## config.mk

```make
export PLATFORM = sky130hd
export DESIGN_NAME = bus_recovery_seq
export DESIGN_NICKNAME = d
export VERILOG_FILES = /design/src/rtl/rcv_pkg.sv /design/src/rtl/rcv_datapath.sv /design/src/rtl/rcv_control.sv /design/src/rtl/bus_recovery_seq.sv
export SDC_FILE = /design/constraint.sdc
export NUM_CORES = 1
export LEC_CHECK = 0
export ABC_AREA = 0
export BUFFER_PORTS_ARGS = -buffer_cell sky130_fd_sc_hd__buf_2
export CORE_MARGIN = 1.5
export CORE_UTILIZATION = 55
export CTS_CLUSTER_DIAMETER = 200
export DETAILED_ROUTE_END_ITERATION = 8
export GPL_ROUTABILITY_DRIVEN = 0
export PLACE_DENSITY = 0.83
export SLEW_MARGIN = 10
export SYNTH_ARGS = -nofsm -noshare
export SYNTH_HDL_FRONTEND = slang
export SYNTH_HIERARCHICAL = 1
export SYNTH_SLANG_ARGS = --single-unit
```

## constraint.sdc

```tcl
create_clock -name clk -period 4.06 [get_ports clk]
set_clock_uncertainty 0.1 [all_clocks]
set_input_delay 0.812 -clock clk [delete_from_list [all_inputs] [get_ports clk]]
set_output_delay 0.812 -clock clk [all_outputs]
set_load 0.02 [all_outputs]
```

## src/rtl/rcv_pkg.sv

```systemverilog
package rcv_pkg;

  typedef enum logic [2:0] {
    ST_IDLE,
    ST_SETTLE,
    ST_LOW,
    ST_HIGH,
    ST_STOP,
    ST_FREE
  } rcvState_t;

  // strobes from control to datapath; scl/sda are levels (1 = released)
  typedef struct packed {
    logic clrCnt;
    logic cntEn;
    logic clrPulse;
    logic incPulse;
    logic loadPins;
    logic manual;
    logic scl;
    logic sda;
  } rcvStrobe_t;

endpackage

```

## src/rtl/rcv_datapath.sv

```systemverilog
module rcv_datapath
  import rcv_pkg::*;
#(
  parameter int PHASE_TICKS = 10,
  parameter int PULSE_COUNT = 9
) (
  input  logic       clk,
  input  logic       rstN,
  input  logic       tick,
  input  rcvStrobe_t strb,
  input  logic       engSclDrvLow,
  input  logic       engSdaDrvLow,
  output logic       intervalEnd,
  output logic       lastPulse,
  output logic       sclDrvLow,
  output logic       sdaDrvLow
);

  localparam int CNT_W   = $clog2(PHASE_TICKS + 1);
  localparam int PULSE_W = $clog2(PULSE_COUNT + 1);
  localparam logic [CNT_W-1:0]   CNT_LAST   = CNT_W'(PHASE_TICKS - 1);
  localparam logic [PULSE_W-1:0] PULSE_LAST = PULSE_W'(PULSE_COUNT - 1);

  logic [CNT_W-1:0]   tickCnt;
  logic [PULSE_W-1:0] pulseCnt;
  logic               manualQ;
  logic               manSclQ;
  logic               manSdaQ;

  // interval tick counter
  always_ff @(posedge clk or negedge rstN) begin
    if (!rstN) begin
      tickCnt <= '0;
    end else if (strb.clrCnt) begin
      tickCnt <= '0;
    end else if (strb.cntEn && tick) begin
      tickCnt <= tickCnt + 1'b1;
    end
  end

  assign intervalEnd = strb.cntEn && tick && (tickCnt == CNT_LAST);

  // SCL pulse counter
  always_ff @(posedge clk or negedge rstN) begin
    if (!rstN) begin
      pulseCnt <= '0;
    end else if (strb.clrPulse) begin
      pulseCnt <= '0;
    end else if (strb.incPulse) begin
      pulseCnt <= pulseCnt + 1'b1;
    end
  end

  assign lastPulse = (pulseCnt == PULSE_LAST);

  // manual pin levels and ownership
  always_ff @(posedge clk or negedge rstN) begin
    if (!rstN) begin
      manualQ <= 1'b0;
      manSclQ <= 1'b1;
      manSdaQ <= 1'b1;
    end else if (strb.loadPins) begin
      manualQ <= strb.manual;
      manSclQ <= strb.scl;
      manSdaQ <= strb.sda;
    end
  end

  assign sclDrvLow = manualQ ? !manSclQ : engSclDrvLow;
  assign sdaDrvLow = manualQ ? !manSdaQ : engSdaDrvLow;

  // tick count never passes the interval length
  assert_cnt_range_R9: assert property (@(posedge clk) disable iff (!rstN)
    tickCnt <= CNT_LAST);

  // pulse count never passes the pulse total
  assert_pulse_range_R3: assert property (@(posedge clk) disable iff (!rstN)
    pulseCnt <= PULSE_LAST);

  // SDA is released whenever SCL is held low by the sequencer
  assert_sda_free_R3: assert property (@(posedge clk) disable iff (!rstN)
    (manualQ && !manSclQ) |-> manSdaQ);

endmodule

```

## src/rtl/rcv_control.sv

```systemverilog
module rcv_control
  import rcv_pkg::*;
(
  input  logic       clk,
  input  logic       rstN,
  input  logic       recoverReq,
  input  logic       sclIn,
  input  logic       intervalEnd,
  input  logic       lastPulse,
  output rcvStrobe_t strb,
  output logic       busy,
  output logic       done
);

  rcvState_t state;
  rcvState_t nextState;
  logic      handBack;
  logic      donePendQ;
  logic      doneQ;

  always_comb begin
    nextState     = state;
    strb          = '0;
    strb.manual   = 1'b1;
    strb.scl      = 1'b1;
    strb.sda      = 1'b1;
    handBack      = 1'b0;
    unique case (state)
      ST_IDLE: begin
        strb.manual = 1'b0;
        if (recoverReq) begin
          nextState     = ST_SETTLE;
          strb.loadPins = 1'b1;
          strb.manual   = 1'b1;
          strb.clrCnt   = 1'b1;
          strb.clrPulse = 1'b1;
        end
      end
      ST_SETTLE: begin
        strb.cntEn = 1'b1;
        if (intervalEnd) begin
          nextState     = ST_LOW;
          strb.clrCnt   = 1'b1;
          strb.loadPins = 1'b1;
          strb.scl      = 1'b0;
        end
      end
      ST_LOW: begin
        strb.cntEn = 1'b1;
        if (intervalEnd) begin
          nextState     = ST_HIGH;
          strb.clrCnt   = 1'b1;
          strb.loadPins = 1'b1;
        end
      end
      ST_HIGH: begin
        strb.cntEn = sclIn;
        if (intervalEnd) begin
          strb.clrCnt   = 1'b1;
          strb.loadPins = 1'b1;
          if (lastPulse) begin
            nextState = ST_STOP;
            strb.sda  = 1'b0;
          end else begin
            nextState     = ST_LOW;
            strb.incPulse = 1'b1;
            strb.scl      = 1'b0;
          end
        end
      end
      ST_STOP: begin
        strb.cntEn = 1'b1;
        strb.sda   = 1'b0;
        if (intervalEnd) begin
          nextState     = ST_FREE;
          strb.clrCnt   = 1'b1;
          strb.loadPins = 1'b1;
          strb.sda      = 1'b1;
        end
      end
      ST_FREE: begin
        strb.cntEn = 1'b1;
        if (intervalEnd) begin
          nextState     = ST_IDLE;
          strb.clrCnt   = 1'b1;
          strb.loadPins = 1'b1;
          strb.manual   = 1'b0;
          handBack      = 1'b1;
        end
      end
      default: nextState = ST_IDLE;
    endcase
  end

  always_ff @(posedge clk or negedge rstN) begin
    if (!rstN) begin
      state     <= ST_IDLE;
      donePendQ <= 1'b0;
      doneQ     <= 1'b0;
    end else begin
      state     <= nextState;
      donePendQ <= handBack;
      doneQ     <= donePendQ;
    end
  end

  assign busy = (state != ST_IDLE);
  assign done = doneQ;

  // busy only rises after a request in the previous cycle
  assert_busy_start_R8: assert property (@(posedge clk) disable iff (!rstN)
    $rose(busy) |-> $past(recoverReq));

  // done comes one cycle after busy has fallen
  assert_done_timing_R7: assert property (@(posedge clk) disable iff (!rstN)
    done |-> ($past(busy, 2) && !$past(busy)));

  // done lasts a single cycle
  assert_done_single_R7: assert property (@(posedge clk) disable iff (!rstN)
    done |=> !done);

endmodule

```

## src/rtl/bus_recovery_seq.sv

```systemverilog
module bus_recovery_seq
  import rcv_pkg::*;
#(
  parameter int PHASE_TICKS = 10,
  parameter int PULSE_COUNT = 9
) (
  input  logic clk,
  input  logic rstN,
  input  logic recoverReq,
  input  logic tick,
  input  logic sclIn,
  input  logic engSclDrvLow,
  input  logic engSdaDrvLow,
  output logic sclDrvLow,
  output logic sdaDrvLow,
  output logic busy,
  output logic done
);

  rcvStrobe_t strb;
  logic       intervalEnd;
  logic       lastPulse;

  rcv_control uCtrl (
    .clk         (clk),
    .rstN        (rstN),
    .recoverReq  (recoverReq),
    .sclIn       (sclIn),
    .intervalEnd (intervalEnd),
    .lastPulse   (lastPulse),
    .strb        (strb),
    .busy        (busy),
    .done        (done)
  );

  rcv_datapath #(
    .PHASE_TICKS (PHASE_TICKS),
    .PULSE_COUNT (PULSE_COUNT)
  ) uPath (
    .clk          (clk),
    .rstN         (rstN),
    .tick         (tick),
    .strb         (strb),
    .engSclDrvLow (engSclDrvLow),
    .engSdaDrvLow (engSdaDrvLow),
    .intervalEnd  (intervalEnd),
    .lastPulse    (lastPulse),
    .sclDrvLow    (sclDrvLow),
    .sdaDrvLow    (sdaDrvLow)
  );

  // whenever not busy, the engine owns both pins
  assert_passthru_R5: assert property (@(posedge clk) disable iff (!rstN)
    !busy |-> (sclDrvLow == engSclDrvLow && sdaDrvLow == engSdaDrvLow));

  // SDA is only pulled low by the sequencer while SCL is released
  assert_stop_shape_R4: assert property (@(posedge clk) disable iff (!rstN)
    (busy && sdaDrvLow) |-> !sclDrvLow);

endmodule

```

# ---- Yosys cells after proc, flatten, opt, wreduce, memory -nomap -nowiden
# Index checks and enable logic that the tools add are counted.
dict set report totals {
  reg_bits 16
  latchBits 0
  ram_bits 0
  mem_bits_ro 0
  inputBits 7
  output_inout_bits 4
  wordCells 67
  n_memories 0
}
dict set report op_classes {
  addsub 2
  multipliers 0
  div 0
  n_lt_le_gt_ge 0
  n_eq_ne 13
  shift 0
  n_mux 32
  n_bitwise 0
  n_reduce_logical 12
}
# operator count
set ops {}
lappend ops {{$mux W3} 7}
lappend ops {{$pmux W3 S6} 1}
lappend ops {{$mux W4} 4}
lappend ops {{$ne A2 B2 Y1 const B} 6}
lappend ops {{$mux W1} 10}
lappend ops {{$pmux W1 S2} 5}
lappend ops {{$add A4 B1 Y4 const B} 2}
lappend ops {{$eq A4 B4 Y1 const B} 2}
lappend ops {{$mux W2} 4}
lappend ops {{$eq A3 B2 Y1 const B} 2}
lappend ops {{$eq A3 B3 Y1 const B} 2}
lappend ops {{$reduce_and A6 Y1} 1}
lappend ops {{$reduce_or A5 Y1} 1}
lappend ops {{$pmux W1 S4} 1}
lappend ops {{$reduce_bool A2 Y1} 2}
lappend ops {{$reduce_or A4 Y1} 1}
lappend ops {{$eq A3 B1 Y1 const B} 1}
lappend ops {{$logic_not A3 Y1} 1}
lappend ops {{$reduce_bool A3 Y1} 1}
lappend ops {{$reduce_or A3 Y1} 1}
lappend ops {{$logic_and A1 B1 Y1} 2}
lappend ops {{$logic_not A1 Y1} 2}

# ---- Depth between registers and ports, before layout
# Gate-level depths: netlist of the first run.
dict set report depth {
  depth_word 9
  mapped_depth 13
  mapped_depth_nobuf 11
}

# ---- Modules after synthesis
# Netlist of the first run, hierarchy kept.
# module n_inst cells_each area_each_um2 seq_area_each_um2
set modules_own_cells {}
lappend modules_own_cells {rcv_datapath 1 51 549.3 277.8}
lappend modules_own_cells {rcv_control 1 50 412.9 125.1}

# ---- Worst setup path after synthesis of the first run
# OpenSTA, ideal clock, no wires.
dict set report synth_path {
  path_type {input to register}
  startpoint {in sclIn}
  endpoint {reg uPath.pulseCnt[3]}
  setup_time_ns 0.136
  t_arrival_ns 2.311
  t_required_ns 3.824
  path_slack_ns 1.513
  stages 10
  path_buffers 1
  cell_sequence {nor2_1 o31ai_2 nand2_2 nor3_1 buf_2 nand2_1 nor4_2 nand4_1 xor2_1 nor2_1}
}
# element line_no
set synth_rtl {}
lappend synth_rtl {{start, declared} bus_recovery_seq.sv:11} ;# input logic sclIn,
lappend synth_rtl {{end signal, assigned} rcv_datapath.sv:50} ;# pulseCnt <= pulseCnt + 1'b1;
lappend synth_rtl {{end, declared} rcv_datapath.sv:25} ;# logic [PULSE_W-1:0] pulseCnt;

==> flow_summary.yaml, run 1 <==
sta:
  rsz0062_at_grt: "false"
  fin_ws_ns: 0.8783
  relSlewSlack_pct: 38.21
  min_period_ns: 3.182
  tightest_slew_ns: 0.9197
  fmax_mhz: 314.3
  hold_viol: 0
  final_max_slew_viol_count: 0
  setup_viol: 0
  min_period_over_period_pct: 78.37
  fin_setup_tns_ns: 0
synth:
  yosys_warnings: 6
  synth_top_cell_by_area: "dfrtp_1"
  synth_flop_cell: "dfrtp_1"
  yosysUniqueCellTypes: 35
  syn_inst: 101
  syn-cell-area_um2: 962.2
  synth_area_leaders: "dfrtp_1, ha_1, dfstp_2"
  post-synth-top-count-cell: "dfrtp_1"
  postSynthAreaPerCell_um2: 9.526
  synth_nets: 114
  ys_seq_area_share_pct: 41.87
  synth_top_area_share_pct: 36.41
  ys_top_cells_by_count: "dfrtp_1, nor2_1, nand2_1"
  synth_edf_count: 0
  ys_async_sr_fraction_pct: 100.0
  ys_seq_elements: 16
cells_and_area:
  drive_gt1_share_pct: 24.32
  multi_input_area_um2: 508.0
  finish.utilization_pct: 66.19
  fill_cells: 134
  diodes: 0
  finalInstanceArea_mm2: 0.001044
  syn_to_final_growth_pct: 8.452
  nets: 125
  regArea_um2: 402.9
floorplan:
  die_area_mm2: 0.002009
  die_h_um: 44.83
  ios: 11
  die_w_um: 44.83
  coreArea_mm2: 0.001577
  initial_core_util_pct: 61.03
  rows: 14
worst_setup_path:
  critical_path.top_delay_family: "simple AND/OR/NAND/NOR gates"
  crit_chain: "nor2_1, o31ai_2, nand2_2, nor3_1, nand2_1, nor4_2, nand4_1, xor2_1, nor2_1"
  startpoint_type: "flip-flop"
  cpMostUsedCell: "nor2_1"
  slowest_delay_ns: 0.76
  setup.worst_path.end_class: "flip-flop"
  crit_buf_inv: 0
  arrival_ns: 3.24
  crit_start: "uCtrl/state[1]$_DFFE_PN0P_"
  crit_type: "flip-flop to flip-flop"
  required_ns: 4.12
  timing.rr.start: "uCtrl/state[1]$_DFFE_PN0P_"
  slowest_stage: "nor3_1"
  cp_max_fo: 14
clock_tree:
  clockRootBuffer: "clkbuf_4"
  cts_buffer_depth: 2
  cts.sinks: 16
  cts_tree: "built"
  numCtsBuffers: 3
  clk_latency_ns: 0.29
  clk_pin_slew_worst_paths_ns: 0.09
  post-cts-setup-buffers: 0
  ctsResizeCount: 0
  htreeDepth: 1
  cts_hold_buf: 0
placed_design:
  hpwl_um: 1261
  postPlaceCellArea_mm2: 0.001007
  place_ws_ns: 0.7232
  portBuffers: 10
route:
  vias: 710
  dr.pass1.iters: 4
  wire_per_inst_um: 12.88
  antenna_left: 0
  drtIter0Drc: 13
  viasPerCell: 5.591
  wirelength_um: 1636
  drc: 0
run_status:
  status: "completed"
global_routing:
  track_usage_pct: 19.50
  grt_pass1_wl_um: 2801
  antenna_found_initial: 0
  overflow: 0
  grt_pass1_vias: 669
  grt_max_degree: 17
min_path:
  worstHoldPathType: "flip-flop to flip-flop"
  hp-start: "uCtrl/donePendQ$_DFF_PN0_"
pwr:
  p_leak_nw: 0.4751
  powerDensity_mw_per_mm2: 574.4
  total_power_mw: 0.5994
  irDropWorstVdd_mv: 0.4278
flow_run:
  maxCapViolCount: 0
-- power by group --
group	switching, mW	internal [mW]	leakage (nW)
sequential	0.0722	0.209	0.197
combinational	0.113	0.101	0.257
clock	0.0494	0.0547	0.0210
-- registers in the layout, indices dropped and copies added (netlist names) --
signal,count
uPath/pulseCnt,4
uPath/tickCnt,4
uCtrl/state,3
uCtrl/done,1
uCtrl/donePendQ,1
uPath/manSclQ,1
uPath/manSdaQ,1
uPath/manualQ,1
-- metal layers --
| metal | part of all wire, % | GRT usage, % | vias up | wire (µm) |
|---|---|---|---|---|
| li1 | - | - | 362 | - |
| met1 | 48 | 24.87 | 333 | 787 |
| met2 | 48 | 28.99 | 12 | 778 |
| met3 | 3.7 | 8.800 | 3 | 60 |
| met4 | 0.61 | 7.647 | 0 | 10 |
| met5 | 0 | 0 | - | 0 |
-- worst paths after layout --
path                       cells past startpoint  slack (ns)                             to
max                                            9        0.88  uPath/pulseCnt[3]$_DFFE_PN0P_
min                                            0        0.26           uCtrl/done$_DFF_PN0_
max reg2reg                                    9        0.88  uPath/pulseCnt[3]$_DFFE_PN0P_
min reg2reg                                    0        0.26           uCtrl/done$_DFF_PN0_
max in group asynchronous                      1        3.26      uPath/manSclQ$_DFFE_PN1P_
min in group asynchronous                      1        0.31     uCtrl/state[2]$_DFFE_PN0P_
-- final cells by class --
cell class | instances | area share, %
Tap cell | 16 | 1.918
Inverter | 7 | 2.518
Timing Repair Buffer | 10 | 4.796
Multi-Input combinational cell | 74 | 48.68
Sequential cell | 16 | 38.61
Clock buffer | 4 | 3.477
-- kinds of logic (layout without fill, tap and decap cells) --
group	after synthesis	after routing	share of synthesized area (%)
flops	16	16	41.87
mux	6	6	6.632
compound gates	17	17	11.96
simple gates	40	40	21.85
buf+inv	11	21	5.331
fa+ha+maj	6	6	7.802
xor+xnor	5	5	4.551
-- cells in the final DEF (no fill, tap or decap), types with 3 or more instances in the layout --
master / netlist / routed
dfrtp_1: 14 / 14
nor2_1: 13 / 13
buf_2: 2 / 10
nand2_1: 8 / 8
inv_1: 6 / 6
ha_1: 6 / 6
a21oi_1: 5 / 5
xor2_1: 4 / 4
clkbuf_4: 0 / 3
or3_1: 3 / 3
o21ai_1: 3 / 3
nand3_1: 3 / 3
mux2i_1: 3 / 3
mux2_2: 3 / 3
-- through the flow --
step | std cells | hold WS (ns)
after floorplan | 101 | 0.2312
final | 127 | 0.2609
after global placement | 123 | 0.2340
after detailed placement | 123 | 0.2443
after CTS | 127 | 0.2647
after global routing | 127 | 0.2755
Note: power is estimated with default switching activity, not from simulation.
==> inputs of run 2 (changes only) <==
--- a/config.mk
+++ b/config.mk
@@ -8,11 +8,11 @@
 export ABC_AREA = 0
 export BUFFER_PORTS_ARGS = -buffer_cell sky130_fd_sc_hd__buf_2
 export CORE_MARGIN = 1.5
-export CORE_UTILIZATION = 55
+export CORE_UTILIZATION = 50
 export CTS_CLUSTER_DIAMETER = 200
 export DETAILED_ROUTE_END_ITERATION = 8
 export GPL_ROUTABILITY_DRIVEN = 0
-export PLACE_DENSITY = 0.83
+export PLACE_DENSITY = 0.8
 export SLEW_MARGIN = 10
 export SYNTH_ARGS = -nofsm -noshare
 export SYNTH_HDL_FRONTEND = slang
==> constraint.sdc (replaced) <==
create_clock -name clk -period 2.7 [get_ports clk]
set_clock_uncertainty 0.1 [all_clocks]
set_input_delay 0.54 -clock clk [delete_from_list [all_inputs] [get_ports clk]]
set_output_delay 0.54 -clock clk [all_outputs]
set_load 0.02 [all_outputs]
==> run 2 against run 1 <==
Net effect:
- via count rose by 5.5%
- sequential share of layout area down 1.7 points
- utilization shrank 4.3 points
- clock power increased by 47%
- highest routed layer unchanged
- global-route usage shrank 1.6 points
- critical endpoint is now uPath/manualQ$_DFFE_PN0P_
- wire length up 2.1%
- die area up 9.3%
==> flow_summary.yaml, run 2 (same netlist as run 1, synthesis figures left out) <==
sta:
  fmax_mhz: 423.5
  setup_viol: 0
  fin_setup_tns_ns: 0
  relSlewSlack_pct: 64.53
  rsz0062_at_grt: "false"
  hold_viol: 0
  final_max_slew_viol_count: 0
  min_period_ns: 2.361
  min_period_over_period_pct: 87.45
  tightest_slew_ns: 0.5306
pwr:
  irDropWorstVdd_mv: 0.4340
  powerDensity_mw_per_mm2: 845.7
  total_power_mw: 0.9238
  p_leak_nw: 0.5006
cells_and_area:
  mostFrequentLayoutCell: "dfrtp_1"
  diodes: 0
  drive_gt1_share_pct: 27.59
  layout_common_cells: "dfrtp_1, nor2_1, buf_2, nand2_1"
  top_regs: "uPath/pulseCnt: 4 flops, uPath/tickCnt: 4 flops, uCtrl/state: 3 flops"
  nets: 130
  syn_to_final_growth_pct: 13.52
clock_tree:
  clk_pin_slew_worst_paths_ns: 0.09
  numCtsBuffers: 3
  cts_hold_buf: 0
  htreeDepth: 1
  clockRootBuffer: "clkbuf_4"
  post-cts-setup-buffers: 0
  cts_buffer_depth: 2
  cts.sinks: 16
  clk_latency_ns: 0.28
  cts_tree: "built"
  ctsResizeCount: 0
global_routing:
  grt.busiest_layer: "met2"
  antenna_found_initial: 0
  grt_max_degree: 17
  track_usage_pct: 17.89
  met2_usage_pct: 26.58
  grt_pass1_wl_um: 2753
  use_met1_pct: 25.18
  grt_pass1_vias: 657
  overflow: 0
  grtUsageMet3_pct: 2.308
route:
  antenna_left: 0
  drtIter0Drc: 17
  viasPerCell: 5.312
  vias: 749
  wire_per_inst_um: 11.85
  dr.pass1.iters: 4
  wirelength_um: 1671
  drc: 0
worst_setup_path:
  slowest_delay_ns: 0.44
  crit_start: "uCtrl/state[1]$_DFFE_PN0P_"
  crit_buf_inv: 1
  slowest_stage: "dfrtp_1"
  timing.rr.start: "uCtrl/state[1]$_DFFE_PN0P_"
  crit_type: "flip-flop to flip-flop"
  critical_path.top_delay_family: "compound AO/OA/AOI/OAI gates"
  setup.worst_path.end_class: "flip-flop"
  reg2reg_slack_ns: 0.34
  startpoint_type: "flip-flop"
  required_ns: 2.77
  cp_max_fo: 9
  crit_chain: "nand2_1, nor2_1, o31ai_2, nand2_2, nor3_1, buf_4, a31oi_1, a21oi_1, mux2_2"
  arrival_ns: 2.43
floorplan:
  die_h_um: 46.87
  ios: 11
  coreArea_mm2: 0.001764
  rows: 15
  die_w_um: 46.87
  initial_core_util_pct: 54.54
  die_area_mm2: 0.002196
min_path:
  worstHoldPathType: "input port to async pin"
placed_design:
  portBuffers: 10
  hpwl_um: 1234
run_status:
  status: "completed"
flow_run:
  maxCapViolCount: 0
## run 2: cell types whose count changed in the layout (fill, tap and decap cells not counted)
cell and change:
buf_4 +5
## run 2: layout make-up
class                           count  area, µm²
Clock buffer                        4      36.28
Fill cell                         168      671.9
Inverter                            7      26.28
Multi-Input combinational cell     74      508.0
Sequential cell                    16      402.9
Tap cell                           25      31.28
Timing Repair Buffer               15      87.58
## run 2: per-layer routing
| layer | up-vias | routed length [µm] |
|---|---|---|
| met5 | - | 0 |
| met4 | 0 | 12 |
| met3 | 2 | 48 |
| met2 | 15 | 805 |
| met1 | 357 | 804 |
| li1 | 375 | - |
## run 2: path summary, 6_finish.rpt
path / cells after the start / endpoint
min in group clk: 0 / uCtrl/done$_DFF_PN0_
max in group asynchronous: 1 / uPath/manSdaQ$_DFFE_PN1P_
hold / removal: 1 / uCtrl/state[1]$_DFFE_PN0P_
setup reg to reg: 9 / uPath/manualQ$_DFFE_PN0P_
hold reg to reg: 0 / uCtrl/done$_DFF_PN0_
setup / recovery: 9 / uPath/manualQ$_DFFE_PN0P_
## run 2: per-stage QoR
stage	cell area, µm²	hold slack, ns	worst slack (ns)	cells	utilization, %
4_1_cts	1092	0.04999	0.3375	141	61.91
6_report	1092	0.05300	0.3388	141	61.91
5_1_grt	1092	0.05667	0.1486	141	61.91
2_1_floorplan	962.2	0.1444	0.3323	101	-
3_3_place_gp	1056	0.2335	0.3190	137	59.86
3_5_place_dp	1056	0.2362	0.2690	137	59.86
## run 2: where the power goes
group          internal, mW  switching, mW  leakage, nW
Sequential            0.316         0.0576        0.197
Clock                0.0821         0.0712       0.0210
Combinational         0.172          0.225        0.282
Total                 0.570          0.354        0.501
